==> src/rtl/rdsec_pkg.sv <==
package rdsec_pkg;
  localparam int OP_W = 3;

  typedef enum logic [OP_W-1:0] {
    OP_NONE       = 3'd0,
    OP_READ       = 3'd1,
    OP_PROG       = 3'd2,
    OP_SECT_ERASE = 3'd3,
    OP_SET_SEC    = 3'd4,
    OP_CHIP_ERASE = 3'd5
  } sec_op_e;

  function automatic logic op_is_flash_access(input logic [OP_W-1:0] op);
    return (op == OP_READ) || (op == OP_PROG) || (op == OP_SECT_ERASE);
  endfunction

  function automatic logic op_is_sec_change(input logic [OP_W-1:0] op);
    return (op == OP_SET_SEC) || (op == OP_CHIP_ERASE);
  endfunction
endpackage

==> src/rtl/rdsec_nv_store.sv <==
module rdsec_nv_store (
  input  logic clk,
  input  logic rst,
  input  logic load_i,
  input  logic boot_i,
  input  logic set_i,
  input  logic clr_i,
  output logic bit_o
);
  logic bit_q;

  always_ff @(posedge clk) begin
    if (rst)         bit_q <= 1'b1;
    else if (load_i) bit_q <= boot_i;
    else if (clr_i)  bit_q <= 1'b0;
    else if (set_i)  bit_q <= 1'b1;
  end

  assign bit_o = bit_q;

  // the stored bit only drops through a chip erase or the power-up load
  p_nv_fall_src_r12: assert property (@(posedge clk) disable iff (rst)
    $fell(bit_q) |-> $past(clr_i || load_i));

  p_set_clr_excl_r12: assert property (@(posedge clk) disable iff (rst)
    !(set_i && clr_i));
endmodule

==> src/rtl/rdsec_cmd_gate.sv <==
module rdsec_cmd_gate
  import rdsec_pkg::*;
(
  input  logic            clk,
  input  logic            rst,
  input  logic            valid_i,
  input  logic [OP_W-1:0] op_i,
  input  logic            ready_i,
  input  logic            secured_i,
  output logic            set_sec_o,
  output logic            chip_erase_o,
  output logic            grant_o,
  output logic            deny_o
);
  logic accept;
  logic grant_q, deny_q;

  always_comb begin
    accept = 1'b0;
    if (valid_i && ready_i) begin
      if (op_is_sec_change(op_i))         accept = 1'b1;
      else if (op_is_flash_access(op_i))  accept = !secured_i;
    end
  end

  assign set_sec_o    = accept && (op_i == OP_SET_SEC);
  assign chip_erase_o = accept && (op_i == OP_CHIP_ERASE);

  always_ff @(posedge clk) begin
    if (rst) begin
      grant_q <= 1'b0;
      deny_q  <= 1'b0;
    end else begin
      grant_q <= accept;
      deny_q  <= valid_i && (op_i != OP_NONE) && !accept;
    end
  end

  assign grant_o = grant_q;
  assign deny_o  = deny_q;

  p_grant_deny_excl_r5: assert property (@(posedge clk) disable iff (rst)
    !(grant_q && deny_q));

  // flash access is granted only when the part was not secured
  p_secured_refuses_r4: assert property (@(posedge clk) disable iff (rst)
    (grant_q && $past(op_is_flash_access(op_i))) |-> !$past(secured_i));

  // nothing is granted outside a session
  p_grant_needs_session_r9: assert property (@(posedge clk) disable iff (rst)
    grant_q |-> $past(ready_i));
endmodule

==> src/rtl/rdsec_session.sv <==
module rdsec_session (
  input  logic clk,
  input  logic rst,
  input  logic pwr_load_i,
  input  logic boot_i,
  input  logic enter_i,
  input  logic exit_i,
  input  logic set_i,
  input  logic clr_i,
  output logic loaded_o,
  output logic active_o,
  output logic secured_o
);
  logic loaded_q, active_q, eff_q, pend_v_q, pend_q;
  logic pend_v_n, pend_n, closing;

  always_comb begin
    pend_v_n = pend_v_q || set_i || clr_i;
    pend_n   = pend_q;
    if (set_i)      pend_n = 1'b1;
    else if (clr_i) pend_n = 1'b0;
  end

  assign closing = exit_i && active_q && !(enter_i && !active_q);

  always_ff @(posedge clk) begin
    if (rst) begin
      loaded_q <= 1'b0;
      active_q <= 1'b0;
      eff_q    <= 1'b1;
      pend_v_q <= 1'b0;
      pend_q   <= 1'b0;
    end else begin
      if (pwr_load_i && !loaded_q) begin
        loaded_q <= 1'b1;
        eff_q    <= boot_i;
      end
      if (loaded_q) begin
        if (enter_i && !active_q) active_q <= 1'b1;
        else if (closing)         active_q <= 1'b0;
      end
      if (closing) begin
        if (pend_v_n) eff_q <= pend_n;
        pend_v_q <= 1'b0;
      end else begin
        pend_v_q <= pend_v_n;
        pend_q   <= pend_n;
      end
    end
  end

  assign loaded_o  = loaded_q;
  assign active_o  = active_q;
  assign secured_o = eff_q;

  p_secure_until_load_r1: assert property (@(posedge clk) disable iff (rst)
    !loaded_q |-> eff_q);

  // once loaded, the effective flag moves only at a session exit
  p_eff_moves_on_exit_r7: assert property (@(posedge clk) disable iff (rst)
    ($past(loaded_q) && (eff_q != $past(eff_q))) |-> $past(exit_i && active_q));

  p_no_session_before_load_r3: assert property (@(posedge clk) disable iff (rst)
    !loaded_q |-> !active_q);
endmodule

==> src/rtl/rdsec_ctrl.sv <==
module rdsec_ctrl
  import rdsec_pkg::*;
#(
  parameter int IR_W    = 4,
  parameter int SEC_POS = 2
) (
  input  logic            clk,
  input  logic            rst,
  input  logic            pwr_load_i,
  input  logic            boot_sec_i,
  input  logic            isc_enter_i,
  input  logic            isc_exit_i,
  input  logic            cmd_valid_i,
  input  logic [OP_W-1:0] cmd_op_i,
  output logic            cmd_grant_o,
  output logic            cmd_deny_o,
  output logic            secured_o,
  output logic            stored_sec_o,
  output logic            isc_active_o,
  output logic [IR_W-1:0] ir_capture_o,
  output logic            dr_status_o
);
  localparam int FIXED_BITS = 2;

  logic loaded, active, eff, set_sec, chip_erase, nv_load;

  assign nv_load = pwr_load_i && !loaded;

  rdsec_session u_session (
    .clk       (clk),
    .rst       (rst),
    .pwr_load_i(pwr_load_i),
    .boot_i    (boot_sec_i),
    .enter_i   (isc_enter_i),
    .exit_i    (isc_exit_i),
    .set_i     (set_sec),
    .clr_i     (chip_erase),
    .loaded_o  (loaded),
    .active_o  (active),
    .secured_o (eff)
  );

  rdsec_cmd_gate u_gate (
    .clk         (clk),
    .rst         (rst),
    .valid_i     (cmd_valid_i),
    .op_i        (cmd_op_i),
    .ready_i     (loaded && active),
    .secured_i   (eff),
    .set_sec_o   (set_sec),
    .chip_erase_o(chip_erase),
    .grant_o     (cmd_grant_o),
    .deny_o      (cmd_deny_o)
  );

  rdsec_nv_store u_nv (
    .clk   (clk),
    .rst   (rst),
    .load_i(nv_load),
    .boot_i(boot_sec_i),
    .set_i (set_sec),
    .clr_i (chip_erase),
    .bit_o (stored_sec_o)
  );

  for (genvar i = 0; i < IR_W; i++) begin : g_ir
    if (i == 0) begin : g_one
      assign ir_capture_o[i] = 1'b1;
    end else if (i < FIXED_BITS) begin : g_zero_fixed
      assign ir_capture_o[i] = 1'b0;
    end else if (i == SEC_POS) begin : g_sec
      assign ir_capture_o[i] = eff;
    end else begin : g_pad
      assign ir_capture_o[i] = 1'b0;
    end
  end

  assign secured_o    = eff;
  assign dr_status_o  = eff;
  assign isc_active_o = active;

  // both status views follow the effective flag
  p_status_mirror_r10: assert property (@(posedge clk) disable iff (rst)
    (dr_status_o == secured_o) && (ir_capture_o[SEC_POS] == secured_o));
endmodule

==> config.mk <==
export PLATFORM = sky130hd
export DESIGN_NAME = rdsec_ctrl
export DESIGN_NICKNAME = d
export VERILOG_FILES = /design/src/rtl/rdsec_pkg.sv /design/src/rtl/rdsec_nv_store.sv /design/src/rtl/rdsec_cmd_gate.sv /design/src/rtl/rdsec_session.sv /design/src/rtl/rdsec_ctrl.sv
export SDC_FILE = /design/constraint.sdc
export NUM_CORES = 1
export LEC_CHECK = 0
export ABC_CLOCK_PERIOD_IN_PS = 2000
export BUFFER_PORTS_ARGS = -buffer_cell sky130_fd_sc_hd__buf_2
export CORE_AREA = 2 2 39 41
export CTS_CLUSTER_DIAMETER = 150
export CTS_CLUSTER_SIZE = 20
export DETAILED_ROUTE_END_ITERATION = 10
export DIE_AREA = 0 0 41 43
export HOLD_SLACK_MARGIN = 0.15
export PLACE_DENSITY = 0.57
export RECOVER_POWER = 25
export SLEW_MARGIN = 20
export SYNTH_ARGS = -nofsm -noshare
export SYNTH_HDL_FRONTEND = slang
export SYNTH_HIERARCHICAL = 1
export SYNTH_SLANG_ARGS = --single-unit
==> constraint.sdc <==
create_clock -name clk -period 2 [get_ports clk]
set_clock_uncertainty 0.15 [all_clocks]
set_input_delay 0.1 -clock clk [delete_from_list [all_inputs] [get_ports clk]]
set_output_delay 0.1 -clock clk [all_outputs]
set_load 0.02 [all_outputs]
==> impl_results.html, run 1 <==
<table>
<tr><th>Metric</th><th>Value</th></tr>
<tr><th colspan="2">Outcome</th></tr>
<tr><td>Outcome</td><td>complete, no violations</td></tr>
<tr><th colspan="2">Logic synthesis</th></tr>
<tr><td>Number of instances in the synthesized netlist</td><td>47</td></tr>
<tr><td>Share of the synthesized area in the top cell type</td><td>39.3%</td></tr>
<tr><td>Most common cell in the synthesized netlist</td><td>sky130_fd_sc_hd__dfxtp_1</td></tr>
<tr><td>Leading cell types by count after synthesis</td><td>8 x sky130_fd_sc_hd__dfxtp_1, 5 x sky130_fd_sc_hd__buf_4, 4 x sky130_fd_sc_hd__a21oi_1, 4 x sky130_fd_sc_hd__nor2_1</td></tr>
<tr><td>Biggest area consumer among synthesized cells</td><td>sky130_fd_sc_hd__dfxtp_1</td></tr>
<tr><td>Fraction of registers with async set/reset</td><td>0%</td></tr>
<tr><td>Synth unique cells</td><td>24</td></tr>
<tr><td>EDFF count, synth</td><td>0</td></tr>
<tr><td>YS warnings</td><td>6</td></tr>
<tr><td>Flops &amp; latches, synth</td><td>8</td></tr>
<tr><td>Sequential share of the synthesized area</td><td>39.3%</td></tr>
<tr><td>Top FF cell, synth</td><td>sky130_fd_sc_hd__dfxtp_1</td></tr>
<tr><td>Leading cell types by total area after synthesis</td><td>sky130_fd_sc_hd__dfxtp_1 39%, sky130_fd_sc_hd__buf_4 9.2%, sky130_fd_sc_hd__a21oi_1 4.9%</td></tr>
<tr><td>Area of the mapped netlist</td><td>408 um^2</td></tr>
<tr><td>Average cell area after synthesis</td><td>8.68 um^2</td></tr>
<tr><th colspan="2">STA</th></tr>
<tr><td>Post-route minimum period</td><td>1790 ps</td></tr>
<tr><td>Achievable clock frequency</td><td>559 MHz</td></tr>
<tr><td>Setup TNS</td><td>0 ps</td></tr>
<tr><td>Unrepaired setup endpoints after global routing</td><td>false</td></tr>
<tr><td>Final setup violating endpoints</td><td>0</td></tr>
<tr><td>Final Cycle Share</td><td>89.4%</td></tr>
<tr><td>Post-Route Hold Slack</td><td>179 ps</td></tr>
<tr><td>Final Hold Fails</td><td>0</td></tr>
<tr><td>Number of max-slew violations in the final report</td><td>0</td></tr>
<tr><th colspan="2">Layout</th></tr>
<tr><td>Inserted Diodes</td><td>0</td></tr>
<tr><td>Area added between synthesis and finish</td><td>53.4%</td></tr>
<tr><td>Number of nets in the layout</td><td>88</td></tr>
<tr><td>Post-layout util</td><td>45.2%</td></tr>
<tr><td>Share of final-layout standard cells stronger than drive strength 1</td><td>30.3%</td></tr>
<tr><th colspan="2">Clocking</th></tr>
<tr><td>Buffer depth of the longest clock path</td><td>2</td></tr>
<tr><td>Clock tree from TritonCTS</td><td>done</td></tr>
<tr><td>Latest clock arrival within the worst-skew pair</td><td>250 ps</td></tr>
<tr><td>Count of instances resized after the clock tree is built</td><td>0</td></tr>
<tr><td>Count of buffers added by post-CTS timing repair for setup</td><td>0</td></tr>
<tr><td>Clock-pin transition on the worst setup and hold timing paths</td><td>50 ps</td></tr>
<tr><td>Master cell of the clock root buffer</td><td>sky130_fd_sc_hd__clkbuf_4</td></tr>
<tr><td>Sinks on the clock net</td><td>8</td></tr>
<tr><td>CTS buffer count</td><td>3</td></tr>
<tr><td>H-tree depth reported by CTS</td><td>1</td></tr>
<tr><th colspan="2">Global routing</th></tr>
<tr><td>Fraction of met1 tracks used by global routing</td><td>14.6%</td></tr>
<tr><td>Remaining Overflow, GRT</td><td>0</td></tr>
<tr><td>Met2 usage</td><td>16.9%</td></tr>
<tr><td>Number of antenna violations at the first check in global routing</td><td>0</td></tr>
<tr><td>Met3 usage in global routing</td><td>3.14%</td></tr>
<tr><td>Largest net degree at the start of global routing</td><td>7</td></tr>
<tr><td>GRT Max-Usage Layer</td><td>met2</td></tr>
<tr><td>Vias in the first global route</td><td>358</td></tr>
<tr><td>Wire length of the first global-routing pass</td><td>1390 um</td></tr>
<tr><td>Total routing usage reported by global routing</td><td>11.5%</td></tr>
<tr><th colspan="2">Power</th></tr>
<tr><td>Logic gate share of total power</td><td>20.7%</td></tr>
<tr><td>Net switching share of the total power</td><td>26.3%</td></tr>
<tr><td>Internal portion of total power</td><td>0.273 mW</td></tr>
<tr><td>Leakage</td><td>0.287 nW</td></tr>
<tr><td>Net switching power</td><td>0.0972 mW</td></tr>
<tr><td>Maximum VDD drop</td><td>298 uV</td></tr>
<tr><td>Clock share of power</td><td>32.9%</td></tr>
<tr><td>Pwr per Cell Area</td><td>592 mW/mm^2</td></tr>
<tr><td>Reg power frac</td><td>46.5%</td></tr>
<tr><th colspan="2">Worst setup path</th></tr>
<tr><td>FF-to-FF path depth</td><td>5</td></tr>
<tr><td>Reg-to-Reg End</td><td>u_nv/bit_o</td></tr>
<tr><td>Worst EP arrival</td><td>1770 ps</td></tr>
<tr><td>Crit path required time</td><td>1990 ps</td></tr>
<tr><td>Worst Setup Path Type</td><td>in -&gt; reg</td></tr>
<tr><td>Startpoint types</td><td>input pin</td></tr>
<tr><td>Worst-path maximum fanout</td><td>5</td></tr>
<tr><td>Kind of end point of the critical path</td><td>register</td></tr>
<tr><td>Reg2reg setup slack</td><td>310 ps</td></tr>
<tr><td>Reg-to-Reg Start</td><td>u_session/loaded_o</td></tr>
<tr><th colspan="2">Floorplan</th></tr>
<tr><td>Initial Util</td><td>29.5%</td></tr>
<tr><td>Site row count</td><td>14</td></tr>
<tr><td>Width of the die</td><td>41 um</td></tr>
<tr><td>Chip Height</td><td>43 um</td></tr>
<tr><td>Floorplan core area</td><td>0.00138 mm^2</td></tr>
<tr><td>I/O pins</td><td>20</td></tr>
<tr><td>Total Die Area</td><td>0.00176 mm^2</td></tr>
<tr><th colspan="2">Worst hold path</th></tr>
<tr><td>Hold Path Class</td><td>in -&gt; reg</td></tr>
<tr><td>Min-Delay Endpoint</td><td>u_session/pend_q</td></tr>
<tr><td>Min-delay src</td><td>cmd_op_i[0]</td></tr>
<tr><td>Number of cells on the worst hold path</td><td>5</td></tr>
<tr><th colspan="2">Route</th></tr>
<tr><td>Via density per instance</td><td>4.61</td></tr>
<tr><td>Pre-antenna DRT Iters</td><td>4</td></tr>
<tr><td>WL per Instance</td><td>9.95 um</td></tr>
<tr><td>Detailed-route DRC error count</td><td>0</td></tr>
<tr><td>Drt first-iter violations</td><td>12</td></tr>
<tr><td>Total routed wirelength</td><td>915 um</td></tr>
<tr><td>Number of nets with antenna violations after routing</td><td>0</td></tr>
<tr><td>Via count of the routed design</td><td>424</td></tr>
<tr><th colspan="2">Place</th></tr>
<tr><td>Number of port buffers</td><td>16</td></tr>
<tr><td>GPL Wtd Cong</td><td>0.730</td></tr>
<tr><td>HPWL after detailed placement</td><td>646 um</td></tr>
<tr><th colspan="2">Run</th></tr>
<tr><td>Count of max-cap constraint violations</td><td>0</td></tr>
</table>
-- how the worst max path moves through the flow --
| stage | from | to | slack (ps) | cells past startpoint |
|---|---|---|---|---|
| after floorplan | u_session/active_o | u_session/secured_o | 260 | 6 |
| after global placement | u_session/active_o | u_session/secured_o | 430 | 7 |
| after detailed placement | u_session/active_o | u_session/secured_o | 410 | 7 |
| after CTS | cmd_op_i[2] | u_gate/deny_o | 310 | 5 |
| after global routing | cmd_op_i[2] | u_gate/deny_o | 170 | 5 |
| final | cmd_op_i[2] | u_gate/deny_o | 210 | 5 |
-- cells by family (layout without fill, tap and decap cells) --
family                 Yosys count  count (layout)  share of synthesized area (%)
DFF                              8               8                           39.3
buffers and inverters            7              35                           11.0
and+or+nand+nor                 15              15                           20.6
AOI/OAI and AO/OA               14              14                           24.8
other                            2               3                           1.84
muxes                            1               1                           2.45
-- sequential cells by signal, indices dropped and copies added, names as in the netlist --
register,cells
u_gate/deny_o,1
u_gate/grant_o,1
u_nv/bit_o,1
u_session/active_o,1
u_session/loaded_o,1
u_session/pend_q,1
u_session/pend_v_q,1
u_session/secured_o,1
-- worst max-delay path, cell delays in order --
cell and delay (ps):
sky130_fd_sc_hd__dlygate4sd3_1 530, sky130_fd_sc_hd__buf_2 150, sky130_fd_sc_hd__o311ai_0 340, sky130_fd_sc_hd__dlygate4sd3_1 610, sky130_fd_sc_hd__a21oi_1 40
-- what timing repair did --
item,4_1_cts,5_1_grt
endpoints found under the hold margin,8,0
setup endpoints to repair,0,0
hold buffers,11,0
-- final cells by class --
type,instances,area (um^2)
Tap cell,16,20.0
Inverter,2,7.51
Sequential cell,8,160
Timing Repair Buffer,30,209
Multi-Input combinational cell,33,206
Fill cell,137,758
Clock buffer,3,22.5
-- power groups by stage --
stage | clock [mW] | sequential (mW) | combinational (mW)
after floorplan | 0 | 0.182 | 0.0329
after detailed placement | 0 | 0.175 | 0.0591
after CTS | 0.128 | 0.172 | 0.0767
final | 0.122 | 0.172 | 0.0765
after global placement | 0 | 0.175 | 0.0594
after global routing | 0.136 | 0.173 | 0.0838
-- cells in the final DEF (no fill, tap or decap), types with 2 or more instances in the layout --
cell type and count:
sky130_fd_sc_hd__nor2_1 4, sky130_fd_sc_hd__buf_4 3, sky130_fd_sc_hd__buf_2 13, sky130_fd_sc_hd__clkbuf_1 3, sky130_fd_sc_hd__a21oi_1 4, sky130_fd_sc_hd__inv_1 2
sky130_fd_sc_hd__clkbuf_4 3, sky130_fd_sc_hd__nor2b_1 2, sky130_fd_sc_hd__o31ai_1 2, sky130_fd_sc_hd__conb_1 3, sky130_fd_sc_hd__dlygate4sd3_1 11, sky130_fd_sc_hd__dfxtp_1 8
sky130_fd_sc_hd__nand2_1 2, sky130_fd_sc_hd__o21ai_0 2
-- stage by stage --
stage | worst slack, ps | cells | instance area (um^2) | total power [mW]
after CTS | 313 | 92 | 629 | 0.376
after global placement | 431 | 78 | 497 | 0.234
after floorplan | 260 | 48 | 412 | 0.215
after detailed placement | 408 | 78 | 497 | 0.234
final | 213 | 92 | 626 | 0.370
after global routing | 172 | 92 | 626 | 0.393
-- layer usage --
| layer | part of all wire (%) | wire (um) | up-vias |
|---|---|---|---|
| met4 | 0.44 | 4 | 0 |
| li1 | - | - | 223 |
| met5 | 0 | 0 | - |
| met2 | 45 | 411 | 20 |
| met1 | 45 | 415 | 179 |
| met3 | 9.1 | 83 | 2 |
No activity file was read; power rests on OpenSTA's default activity.
==> run 2: changes to the inputs <==
--- a/config.mk
+++ b/config.mk
@@ -5,6 +5,7 @@
 export SDC_FILE = /design/constraint.sdc
 export NUM_CORES = 1
 export LEC_CHECK = 0
+export ABC_AREA = 1
 export ABC_CLOCK_PERIOD_IN_PS = 2000
 export BUFFER_PORTS_ARGS = -buffer_cell sky130_fd_sc_hd__buf_2
 export CORE_AREA = 2 2 39 41
@@ -12,8 +13,9 @@
 export CTS_CLUSTER_SIZE = 20
 export DETAILED_ROUTE_END_ITERATION = 10
 export DIE_AREA = 0 0 41 43
+export GPL_ROUTABILITY_DRIVEN = 0
 export HOLD_SLACK_MARGIN = 0.15
-export PLACE_DENSITY = 0.57
+export PLACE_DENSITY = 0.62
 export RECOVER_POWER = 25
 export SLEW_MARGIN = 20
 export SYNTH_ARGS = -nofsm -noshare
==> run 2 against run 1 <==
  * Largest cell class is now multi-input combinational cells
  * Hold slack gained 1.9 ps
  * Wire length up 11%
  * Core utilization up 3.0 points
  * Largest power group unchanged
  * Critical path type unchanged
  * Sequential cell count unchanged
  * Highest routed layer is now met3
  * Fmax rose by 11%
  * First-iteration DRC count fell by 33%
==> impl_results.html, run 2 <==
<table>
<tr><th>Metric</th><th>Value</th></tr>
<tr><th colspan="2">Power</th></tr>
<tr><td>Maximum VDD drop</td><td>375 uV (was 298 uV)</td></tr>
<tr><td>Post-layout power</td><td>0.395 mW (was 0.370 mW)</td></tr>
<tr><td>Leakage</td><td>0.397 nW (was 0.287 nW)</td></tr>
<tr><td>Pwr per Cell Area</td><td>593 mW/mm^2 (was 592 mW/mm^2)</td></tr>
<tr><th colspan="2">Worst setup path</th></tr>
<tr><td>Cell with the largest stage delay on the worst path</td><td>sky130_fd_sc_hd__dlygate4sd3_1 (unchanged)</td></tr>
<tr><td>Worst Setup Path Type</td><td>in -&gt; reg (unchanged)</td></tr>
<tr><td>Family of cells with the greatest summed delay on the critical path</td><td>buffers and inverters (unchanged)</td></tr>
<tr><td>Crit-path max cell delay</td><td>550 ps (was 610 ps)</td></tr>
<tr><td>Ordered list of cells on the worst path</td><td>dlygate4sd3_1 &gt; clkbuf_1 &gt; inv_1 &gt; nor2_1 &gt; a21oi_1 &gt; dlygate4sd3_1 &gt; nand2_1 (was dlygate4sd3_1 &gt; buf_2 &gt; o311ai_0 &gt; dlygate4sd3_1 &gt; a21oi_1)</td></tr>
<tr><td>Worst EP arrival</td><td>1670 ps (was 1770 ps)</td></tr>
<tr><td>Reg2reg setup slack</td><td>470 ps (was 310 ps)</td></tr>
<tr><td>Crit path required time</td><td>2060 ps (was 1990 ps)</td></tr>
<tr><td>Worst-path maximum fanout</td><td>3 (was 5)</td></tr>
<tr><td>Startpoint types</td><td>input pin (unchanged)</td></tr>
<tr><td>Buffer and inverter count on the worst path</td><td>4 (was 3)</td></tr>
<tr><td>Kind of end point of the critical path</td><td>register (unchanged)</td></tr>
<tr><td>CP dominant cell by count</td><td>sky130_fd_sc_hd__dlygate4sd3_1 (unchanged)</td></tr>
<tr><th colspan="2">Global routing</th></tr>
<tr><td>Wire length of the first global-routing pass</td><td>1680 um (was 1390 um)</td></tr>
<tr><td>Fraction of met1 tracks used by global routing</td><td>15.1% (was 14.6%)</td></tr>
<tr><td>Largest net degree at the start of global routing</td><td>7 (unchanged)</td></tr>
<tr><td>GRT Max-Usage Layer</td><td>met2 (unchanged)</td></tr>
<tr><td>Total routing usage reported by global routing</td><td>14.8% (was 11.5%)</td></tr>
<tr><td>Met3 usage in global routing</td><td>9.95% (was 3.14%)</td></tr>
<tr><td>Vias in the first global route</td><td>453 (was 358)</td></tr>
<tr><td>Met2 usage</td><td>23.4% (was 16.9%)</td></tr>
<tr><td>Remaining Overflow, GRT</td><td>0 (unchanged)</td></tr>
<tr><td>Number of antenna violations at the first check in global routing</td><td>0 (unchanged)</td></tr>
<tr><th colspan="2">Layout</th></tr>
<tr><td>Register area</td><td>160 um^2 (unchanged)</td></tr>
<tr><td>Post-route cell area</td><td>667 um^2 (was 626 um^2)</td></tr>
<tr><td>Commonest cells after routing, fill and taps aside</td><td>22 x sky130_fd_sc_hd__nand2_1, 16 x sky130_fd_sc_hd__inv_1, 13 x sky130_fd_sc_hd__buf_2 (was 13 x sky130_fd_sc_hd__buf_2, 11 x sky130_fd_sc_hd__dlygate4sd3_1, 8 x sky130_fd_sc_hd__dfxtp_1)</td></tr>
<tr><td>Fill cell count</td><td>152 (was 137)</td></tr>
<tr><td>Number of nets in the layout</td><td>116 (was 88)</td></tr>
<tr><td>Inserted Diodes</td><td>0 (unchanged)</td></tr>
<tr><td>Area added between synthesis and finish</td><td>41.4% (was 53.4%)</td></tr>
<tr><td>Share of final-layout standard cells stronger than drive strength 1</td><td>21.2% (was 30.3%)</td></tr>
<tr><td>Area used by multi-input combinational logic</td><td>209 um^2 (was 206 um^2)</td></tr>
<tr><td>Commonest non-fill, non-tap cell in the layout</td><td>sky130_fd_sc_hd__nand2_1 (was sky130_fd_sc_hd__buf_2)</td></tr>
<tr><th colspan="2">Route</th></tr>
<tr><td>Pre-antenna DRT Iters</td><td>5 (was 4)</td></tr>
<tr><td>Number of nets with antenna violations after routing</td><td>0 (unchanged)</td></tr>
<tr><td>WL per Instance</td><td>8.48 um (was 9.95 um)</td></tr>
<tr><td>Detailed-route DRC error count</td><td>0 (unchanged)</td></tr>
<tr><td>Via count of the routed design</td><td>516 (was 424)</td></tr>
<tr><td>Drt first-iter violations</td><td>8 (was 12)</td></tr>
<tr><td>Via density per instance</td><td>4.30 (was 4.61)</td></tr>
<tr><td>Total routed wirelength</td><td>1020 um (was 915 um)</td></tr>
<tr><th colspan="2">Logic synthesis</th></tr>
<tr><td>YS warnings</td><td>6 (unchanged)</td></tr>
<tr><td>Synth unique cells</td><td>16 (was 24)</td></tr>
<tr><td>Leading cell types by total area after synthesis</td><td>sky130_fd_sc_hd__dfxtp_1 34%, sky130_fd_sc_hd__nand2_1 18%, sky130_fd_sc_hd__inv_1 13% (was sky130_fd_sc_hd__dfxtp_1 39%, sky130_fd_sc_hd__buf_4 9.2%, sky130_fd_sc_hd__a21oi_1 4.9%)</td></tr>
<tr><td>Top FF cell, synth</td><td>sky130_fd_sc_hd__dfxtp_1 (unchanged)</td></tr>
<tr><td>EDFF count, synth</td><td>0 (unchanged)</td></tr>
<tr><td>Most common cell in the synthesized netlist</td><td>sky130_fd_sc_hd__nand2_1 (was sky130_fd_sc_hd__dfxtp_1)</td></tr>
<tr><td>Average cell area after synthesis</td><td>6.05 um^2 (was 8.68 um^2)</td></tr>
<tr><td>Area of the mapped netlist</td><td>472 um^2 (was 408 um^2)</td></tr>
<tr><td>Flops &amp; latches, synth</td><td>8 (unchanged)</td></tr>
<tr><td>Leading cell types by count after synthesis</td><td>22 x sky130_fd_sc_hd__nand2_1, 16 x sky130_fd_sc_hd__inv_1, 9 x sky130_fd_sc_hd__nor2_1 (was 8 x sky130_fd_sc_hd__dfxtp_1, 5 x sky130_fd_sc_hd__buf_4, 4 x sky130_fd_sc_hd__a21oi_1, 4 x sky130_fd_sc_hd__nor2_1)</td></tr>
<tr><td>Number of instances in the synthesized netlist</td><td>78 (was 47)</td></tr>
<tr><td>Sequential share of the synthesized area</td><td>34.0% (was 39.3%)</td></tr>
<tr><td>Share of the synthesized area in the top cell type</td><td>34.0% (was 39.3%)</td></tr>
<tr><td>Biggest area consumer among synthesized cells</td><td>sky130_fd_sc_hd__dfxtp_1 (unchanged)</td></tr>
<tr><td>Fraction of registers with async set/reset</td><td>0% (unchanged)</td></tr>
<tr><th colspan="2">Place</th></tr>
<tr><td>Post-detailed-placement cell area</td><td>538 um^2 (was 497 um^2)</td></tr>
<tr><td>Number of port buffers</td><td>16 (unchanged)</td></tr>
<tr><td>HPWL after detailed placement</td><td>694 um (was 646 um)</td></tr>
<tr><th colspan="2">Worst hold path</th></tr>
<tr><td>Hold Path Class</td><td>in -&gt; reg (unchanged)</td></tr>
<tr><th colspan="2">Run</th></tr>
<tr><td>Count of max-cap constraint violations</td><td>0 (unchanged)</td></tr>
<tr><th colspan="2">STA</th></tr>
<tr><td>Final Hold Fails</td><td>0 (unchanged)</td></tr>
<tr><td>Number of max-slew violations in the final report</td><td>0 (unchanged)</td></tr>
<tr><td>Final Cycle Share</td><td>80.6% (was 89.4%)</td></tr>
<tr><td>Post-route minimum period</td><td>1610 ps (was 1790 ps)</td></tr>
<tr><td>Final setup violating endpoints</td><td>0 (unchanged)</td></tr>
<tr><td>Setup TNS</td><td>0 ps (unchanged)</td></tr>
<tr><td>Achievable clock frequency</td><td>620 MHz (was 559 MHz)</td></tr>
<tr><td>Unrepaired setup endpoints after global routing</td><td>false (unchanged)</td></tr>
<tr><th colspan="2">Clocking</th></tr>
<tr><td>CTS buffer count</td><td>3 (unchanged)</td></tr>
<tr><td>Buffer depth of the longest clock path</td><td>2 (unchanged)</td></tr>
<tr><td>Clock tree from TritonCTS</td><td>done (unchanged)</td></tr>
<tr><td>Count of instances resized after the clock tree is built</td><td>0 (unchanged)</td></tr>
<tr><td>Count of buffers added by post-CTS timing repair for setup</td><td>0 (unchanged)</td></tr>
<tr><td>Sinks on the clock net</td><td>8 (unchanged)</td></tr>
<tr><td>Master cell of the clock root buffer</td><td>sky130_fd_sc_hd__clkbuf_4 (unchanged)</td></tr>
<tr><td>H-tree depth reported by CTS</td><td>1 (unchanged)</td></tr>
<tr><td>Clock-pin transition on the worst setup and hold timing paths</td><td>60 ps (was 50 ps)</td></tr>
<tr><td>Latest clock arrival within the worst-skew pair</td><td>260 ps (was 250 ps)</td></tr>
<tr><th colspan="2">Floorplan</th></tr>
<tr><td>I/O pins</td><td>20 (unchanged)</td></tr>
<tr><td>Site row count</td><td>14 (unchanged)</td></tr>
<tr><td>Initial Util</td><td>34.1% (was 29.5%)</td></tr>
<tr><td>Width of the die</td><td>41 um (unchanged)</td></tr>
<tr><td>Chip Height</td><td>43 um (unchanged)</td></tr>
<tr><td>Total Die Area</td><td>0.00176 mm^2 (unchanged)</td></tr>
<tr><td>Floorplan core area</td><td>0.00138 mm^2 (unchanged)</td></tr>
<tr><th colspan="2">Outcome</th></tr>
<tr><td>Outcome</td><td>complete, no violations (unchanged)</td></tr>
</table>
==> run 2: cells by family (layout without fill, tap and decap cells) <==
| family | after synthesis | count (layout) | synth area share, % |
|---|---|---|---|
| DFF | 8 | 8 | 34.0 |
| buffers and inverters | 23 | 48 | 22.5 |
| other | 2 | 3 | 1.59 |
| AOI/OAI and AO/OA | 6 | 6 | 6.36 |
| and+or+nand+nor | 39 | 39 | 35.5 |
==> run 2: layout make-up <==
type                            instances  share of cell area, %
Timing Repair Buffer                   27                   28.0
Multi-Input combinational cell         48                   31.3
Inverter                               18                   10.3
Tap cell                               16                   3.00
Sequential cell                         8                   24.0
Clock buffer                            3                   3.38
==> run 2: tightest hold or removal path: stages <==
cell and delay [ps]:
sky130_fd_sc_hd__buf_2 90, sky130_fd_sc_hd__inv_1 50, sky130_fd_sc_hd__nand4_1 80, sky130_fd_sc_hd__inv_1 60, sky130_fd_sc_hd__inv_1 50, sky130_fd_sc_hd__nand2_1 40, sky130_fd_sc_hd__nand2_1 50, sky130_fd_sc_hd__nand2_1 40
==> run 2: path summary, 6_finish.rpt <==
check                      from       endpoint  cells past startpoint
min reg2reg          u_nv/bit_o     u_nv/bit_o                      4
min                 cmd_op_i[0]     u_nv/bit_o                      8
max                  pwr_load_i     u_nv/bit_o                      7
max reg2reg  u_session/loaded_o  u_gate/deny_o                      6
==> run 2: metal layers <==
layer,part of all wire [%],wire length [um]
met2,49,502
met3,12,126
met1,38,389
met5,0,0
met4,0,0
==> run 2: report_power, final <==
group	switching (mW)	internal, mW	total [mW]
clock network	0.0612	0.0691	0.130
registers	0.00750	0.168	0.176
logic	0.0505	0.0387	0.0892
total	0.119	0.276	0.395
==> run 2: repair_timing <==
| action | CTS | global route |
|---|---|---|
| hold endpoints to repair | 8 | 0 |
| hold buffers | 12 | 0 |
| endpoints found under the setup margin | 0 | 1 |
==> run 2: through the flow <==
stage          instances  utilization [%]  worst slack, ps  hold slack, ps
6_report             120             48.2              387             181
2_1_floorplan         79                -              649            19.1
3_3_place_gp         106             38.9              694             185
4_1_cts              121             49.2             16.8             172
5_1_grt              120             48.2              325             242
3_5_place_dp         106             38.9              682             183
==> run 3: changes to the inputs <==
--- a/config.mk
+++ b/config.mk
@@ -6,7 +6,7 @@
 export NUM_CORES = 1
 export LEC_CHECK = 0
 export ABC_AREA = 1
-export ABC_CLOCK_PERIOD_IN_PS = 2000
+export ABC_CLOCK_PERIOD_IN_PS = 1570
 export BUFFER_PORTS_ARGS = -buffer_cell sky130_fd_sc_hd__buf_2
 export CORE_AREA = 2 2 39 41
 export CTS_CLUSTER_DIAMETER = 150
==> constraint.sdc (replaced) <==
create_clock -name clk -period 1.57 [get_ports clk]
set_clock_uncertainty 0.15 [all_clocks]
set_input_delay 0.0785 -clock clk [delete_from_list [all_inputs] [get_ports clk]]
set_output_delay 0.0785 -clock clk [all_outputs]
set_load 0.02 [all_outputs]
==> run 3 against run 2 <==
  * Core utilization up 0.90 points
  * Via count shrank 1.2%
  * Sequential cell count stayed put
  * Die area is the same
  * First-iteration DRC count down 50%
  * Clock power is 30% higher
  * Sequential share of layout area fell by 0.074 points
  * Setup slack got worse by 320 ps
  * Count of clock-buffer cells in the layout did not move
  * Critical path depth stayed put
  * Power rose by 29%
  * Hold slack got worse by 63 ps
  * Largest power group unchanged
==> impl_results.html, run 3 (same netlist as run 2, synthesis figures left out) <==
<table>
<tr><th>Metric</th><th>Value</th></tr>
<tr><th colspan="2">Clocking</th></tr>
<tr><td>H-tree depth reported by CTS</td><td>1 (unchanged)</td></tr>
<tr><td>Sinks on the clock net</td><td>8 (unchanged)</td></tr>
<tr><td>Count of buffers added by post-CTS timing repair for setup</td><td>0 (unchanged)</td></tr>
<tr><td>Master cell of the clock root buffer</td><td>sky130_fd_sc_hd__clkbuf_4 (unchanged)</td></tr>
<tr><td>Clock tree from TritonCTS</td><td>done (unchanged)</td></tr>
<tr><td>CTS buffer count</td><td>3 (unchanged)</td></tr>
<tr><td>Latest clock arrival within the worst-skew pair</td><td>260 ps (about the same)</td></tr>
<tr><td>Clock-pin transition on the worst setup and hold timing paths</td><td>60 ps (about the same)</td></tr>
<tr><td>Buffer depth of the longest clock path</td><td>2 (unchanged)</td></tr>
<tr><th colspan="2">Floorplan</th></tr>
<tr><td>Initial Util</td><td>34.1% (unchanged)</td></tr>
<tr><td>Chip Height</td><td>43 um (unchanged)</td></tr>
<tr><td>I/O pins</td><td>20 (unchanged)</td></tr>
<tr><td>Site row count</td><td>14 (unchanged)</td></tr>
<tr><td>Floorplan core area</td><td>0.00138 mm^2 (unchanged)</td></tr>
<tr><td>Total Die Area</td><td>0.00176 mm^2 (unchanged)</td></tr>
<tr><td>Width of the die</td><td>41 um (unchanged)</td></tr>
<tr><th colspan="2">Worst setup path</th></tr>
<tr><td>Worst-path maximum fanout</td><td>4 (was 3)</td></tr>
<tr><td>Worst Setup Path Type</td><td>in -&gt; reg (unchanged)</td></tr>
<tr><td>Crit-path max cell delay</td><td>600 ps (was 550 ps)</td></tr>
<tr><td>Startpoint types</td><td>input pin (unchanged)</td></tr>
<tr><td>Kind of end point of the critical path</td><td>register (unchanged)</td></tr>
<tr><td>Family of cells with the greatest summed delay on the critical path</td><td>buffers and inverters (unchanged)</td></tr>
<tr><td>CP dominant cell by count</td><td>sky130_fd_sc_hd__nand2_1 (was sky130_fd_sc_hd__dlygate4sd3_1)</td></tr>
<tr><td>Cell with the largest stage delay on the worst path</td><td>sky130_fd_sc_hd__dlygate4sd3_1 (unchanged)</td></tr>
<tr><td>Crit path required time</td><td>1630 ps (was 2060 ps)</td></tr>
<tr><td>Ordered list of cells on the worst path</td><td>dlygate4sd3_1 &gt; nor2_1 &gt; nand2_1 &gt; nand2_1 &gt; nand2_1 &gt; nor2_1 &gt; dlygate4sd3_1 (was dlygate4sd3_1 &gt; clkbuf_1 &gt; inv_1 &gt; nor2_1 &gt; a21oi_1 &gt; dlygate4sd3_1 &gt; nand2_1)</td></tr>
<tr><td>Worst EP arrival</td><td>1560 ps (was 1670 ps)</td></tr>
<tr><td>Buffer and inverter count on the worst path</td><td>2 (was 4)</td></tr>
<tr><th colspan="2">STA</th></tr>
<tr><td>Final setup violating endpoints</td><td>0 (unchanged)</td></tr>
<tr><td>Post-route minimum period</td><td>1510 ps</td></tr>
<tr><td>Final Hold Fails</td><td>0 (unchanged)</td></tr>
<tr><td>Number of max-slew violations in the final report</td><td>0 (unchanged)</td></tr>
<tr><td>Setup TNS</td><td>0 ps (unchanged)</td></tr>
<tr><td>Final Cycle Share</td><td>95.9%</td></tr>
<tr><td>Achievable clock frequency</td><td>664 MHz</td></tr>
<tr><td>Worst path setup slack after routing</td><td>64.3 ps (was 387 ps)</td></tr>
<tr><th colspan="2">Route</th></tr>
<tr><td>Detailed-route DRC error count</td><td>0 (unchanged)</td></tr>
<tr><td>Pre-antenna DRT Iters</td><td>2 (was 5)</td></tr>
<tr><td>WL per Instance</td><td>8.59 um (was 8.48 um)</td></tr>
<tr><td>Drt first-iter violations</td><td>4 (was 8)</td></tr>
<tr><td>Via count of the routed design</td><td>510 (was 516)</td></tr>
<tr><td>Total routed wirelength</td><td>1030 um (was 1020 um)</td></tr>
<tr><td>Via density per instance</td><td>4.25 (was 4.30)</td></tr>
<tr><td>Number of nets with antenna violations after routing</td><td>0 (unchanged)</td></tr>
<tr><th colspan="2">Power</th></tr>
<tr><td>Leakage</td><td>0.395 nW (was 0.397 nW)</td></tr>
<tr><td>Maximum VDD drop</td><td>388 uV (was 375 uV)</td></tr>
<tr><td>Pwr per Cell Area</td><td>750 mW/mm^2 (was 593 mW/mm^2)</td></tr>
<tr><th colspan="2">Layout</th></tr>
<tr><td>Commonest non-fill, non-tap cell in the layout</td><td>sky130_fd_sc_hd__nand2_1 (unchanged)</td></tr>
<tr><td>Commonest cells after routing, fill and taps aside</td><td>21 x sky130_fd_sc_hd__nand2_1, 15 x sky130_fd_sc_hd__inv_1, 12 x sky130_fd_sc_hd__dlygate4sd3_1 (was 22 x sky130_fd_sc_hd__nand2_1, 16 x sky130_fd_sc_hd__inv_1, 13 x sky130_fd_sc_hd__buf_2)</td></tr>
<tr><td>Number of nets in the layout</td><td>116 (unchanged)</td></tr>
<tr><td>Share of final-layout standard cells stronger than drive strength 1</td><td>24.0% (was 21.2%)</td></tr>
<tr><td>Area added between synthesis and finish</td><td>44.0% (was 41.4%)</td></tr>
<tr><td>Post-layout util</td><td>49.1% (was 48.2%)</td></tr>
<tr><td>Inserted Diodes</td><td>0 (unchanged)</td></tr>
<tr><th colspan="2">Global routing</th></tr>
<tr><td>Wire length of the first global-routing pass</td><td>1610 um (was 1680 um)</td></tr>
<tr><td>Total routing usage reported by global routing</td><td>14.0% (was 14.8%)</td></tr>
<tr><td>Vias in the first global route</td><td>458 (was 453)</td></tr>
<tr><td>Remaining Overflow, GRT</td><td>0 (unchanged)</td></tr>
<tr><td>Number of antenna violations at the first check in global routing</td><td>0 (unchanged)</td></tr>
<tr><td>Largest net degree at the start of global routing</td><td>7 (unchanged)</td></tr>
<tr><th colspan="2">Worst hold path</th></tr>
<tr><td>Hold Path Class</td><td>in -&gt; reg (unchanged)</td></tr>
<tr><th colspan="2">Place</th></tr>
<tr><td>HPWL after detailed placement</td><td>713 um (was 694 um)</td></tr>
<tr><td>Number of port buffers</td><td>16 (unchanged)</td></tr>
<tr><td>Worst Setup Slack post-DPL</td><td>237 ps (was 682 ps)</td></tr>
<tr><th colspan="2">Run</th></tr>
<tr><td>Count of max-cap constraint violations</td><td>0 (unchanged)</td></tr>
<tr><th colspan="2">Outcome</th></tr>
<tr><td>Outcome</td><td>complete, no violations (unchanged)</td></tr>
</table>
## run 3: cell types whose count changed in the layout (fill, tap and decap cells not counted), sizes merged
| cell | change |
|---|---|
| dlygate4sd3 | +1 |
| buf | -1 |
## run 3: stage by stage
step                hold WS, ps  power (mW)  instances  instance area, um^2
floorplan                 -2.43       0.299         79                  475
finish                      117       0.509        120                  679
global route                157       0.540        120                  679
CTS                         371       0.521        123                  701
global placement            167       0.321        106                  538
detailed placement          174       0.322        106                  538
## run 3: path summary, 6_finish.rpt
| check | startpoint | to | slack, ps | cells after the start |
|---|---|---|---|---|
| setup / recovery | cmd_op_i[2] | u_gate/grant_o | 60 | 7 |
| hold reg to reg | u_nv/bit_o | u_nv/bit_o | 360 | 4 |
| hold / removal | cmd_op_i[1] | u_gate/deny_o | 120 | 7 |
| setup reg to reg | u_session/loaded_o | u_gate/grant_o | 80 | 7 |
## run 3: worst register-to-register path, cell delays in order (launching register included)
cell and delay [ps]:
sky130_fd_sc_hd__dfxtp_2 360, sky130_fd_sc_hd__nand2_1 60, sky130_fd_sc_hd__inv_1 110, sky130_fd_sc_hd__nand2_1 70, sky130_fd_sc_hd__inv_1 50, sky130_fd_sc_hd__nand2_1 40, sky130_fd_sc_hd__nor2_1 80, sky130_fd_sc_hd__dlygate4sd3_1 540
## run 3: timing repair
| item | 4_1_cts | 5_1_grt |
|---|---|---|
| gates resized for setup | 0 | 5 |
| endpoints found under the setup margin | 0 | 3 |
| hold endpoints to repair | 8 | 0 |
| hold buffers | 14 | 0 |
## run 3: layout make-up
cell class	count	area, um^2
Sequential cell	8	163
Clock buffer	3	22.5
Timing Repair Buffer	27	194
Inverter	18	68.8
Multi-Input combinational cell	48	211
Fill cell	166	704
Tap cell	16	20.0
## run 3: layer usage
metal  track usage (%)  wire length [um]
met1              13.9               430
met2              22.5               487
met5                 0                 0
met3              9.42               106
met4              4.00                 6
## run 3: where the power goes
part / total, mW / switching, mW / leakage, nW / internal [mW]
clock: 0.169 / 0.0804 / 0.0138 / 0.0882
combinational: 0.116 / 0.0654 / 0.315 / 0.0510
sequential: 0.224 / 0.00919 / 0.0664 / 0.215
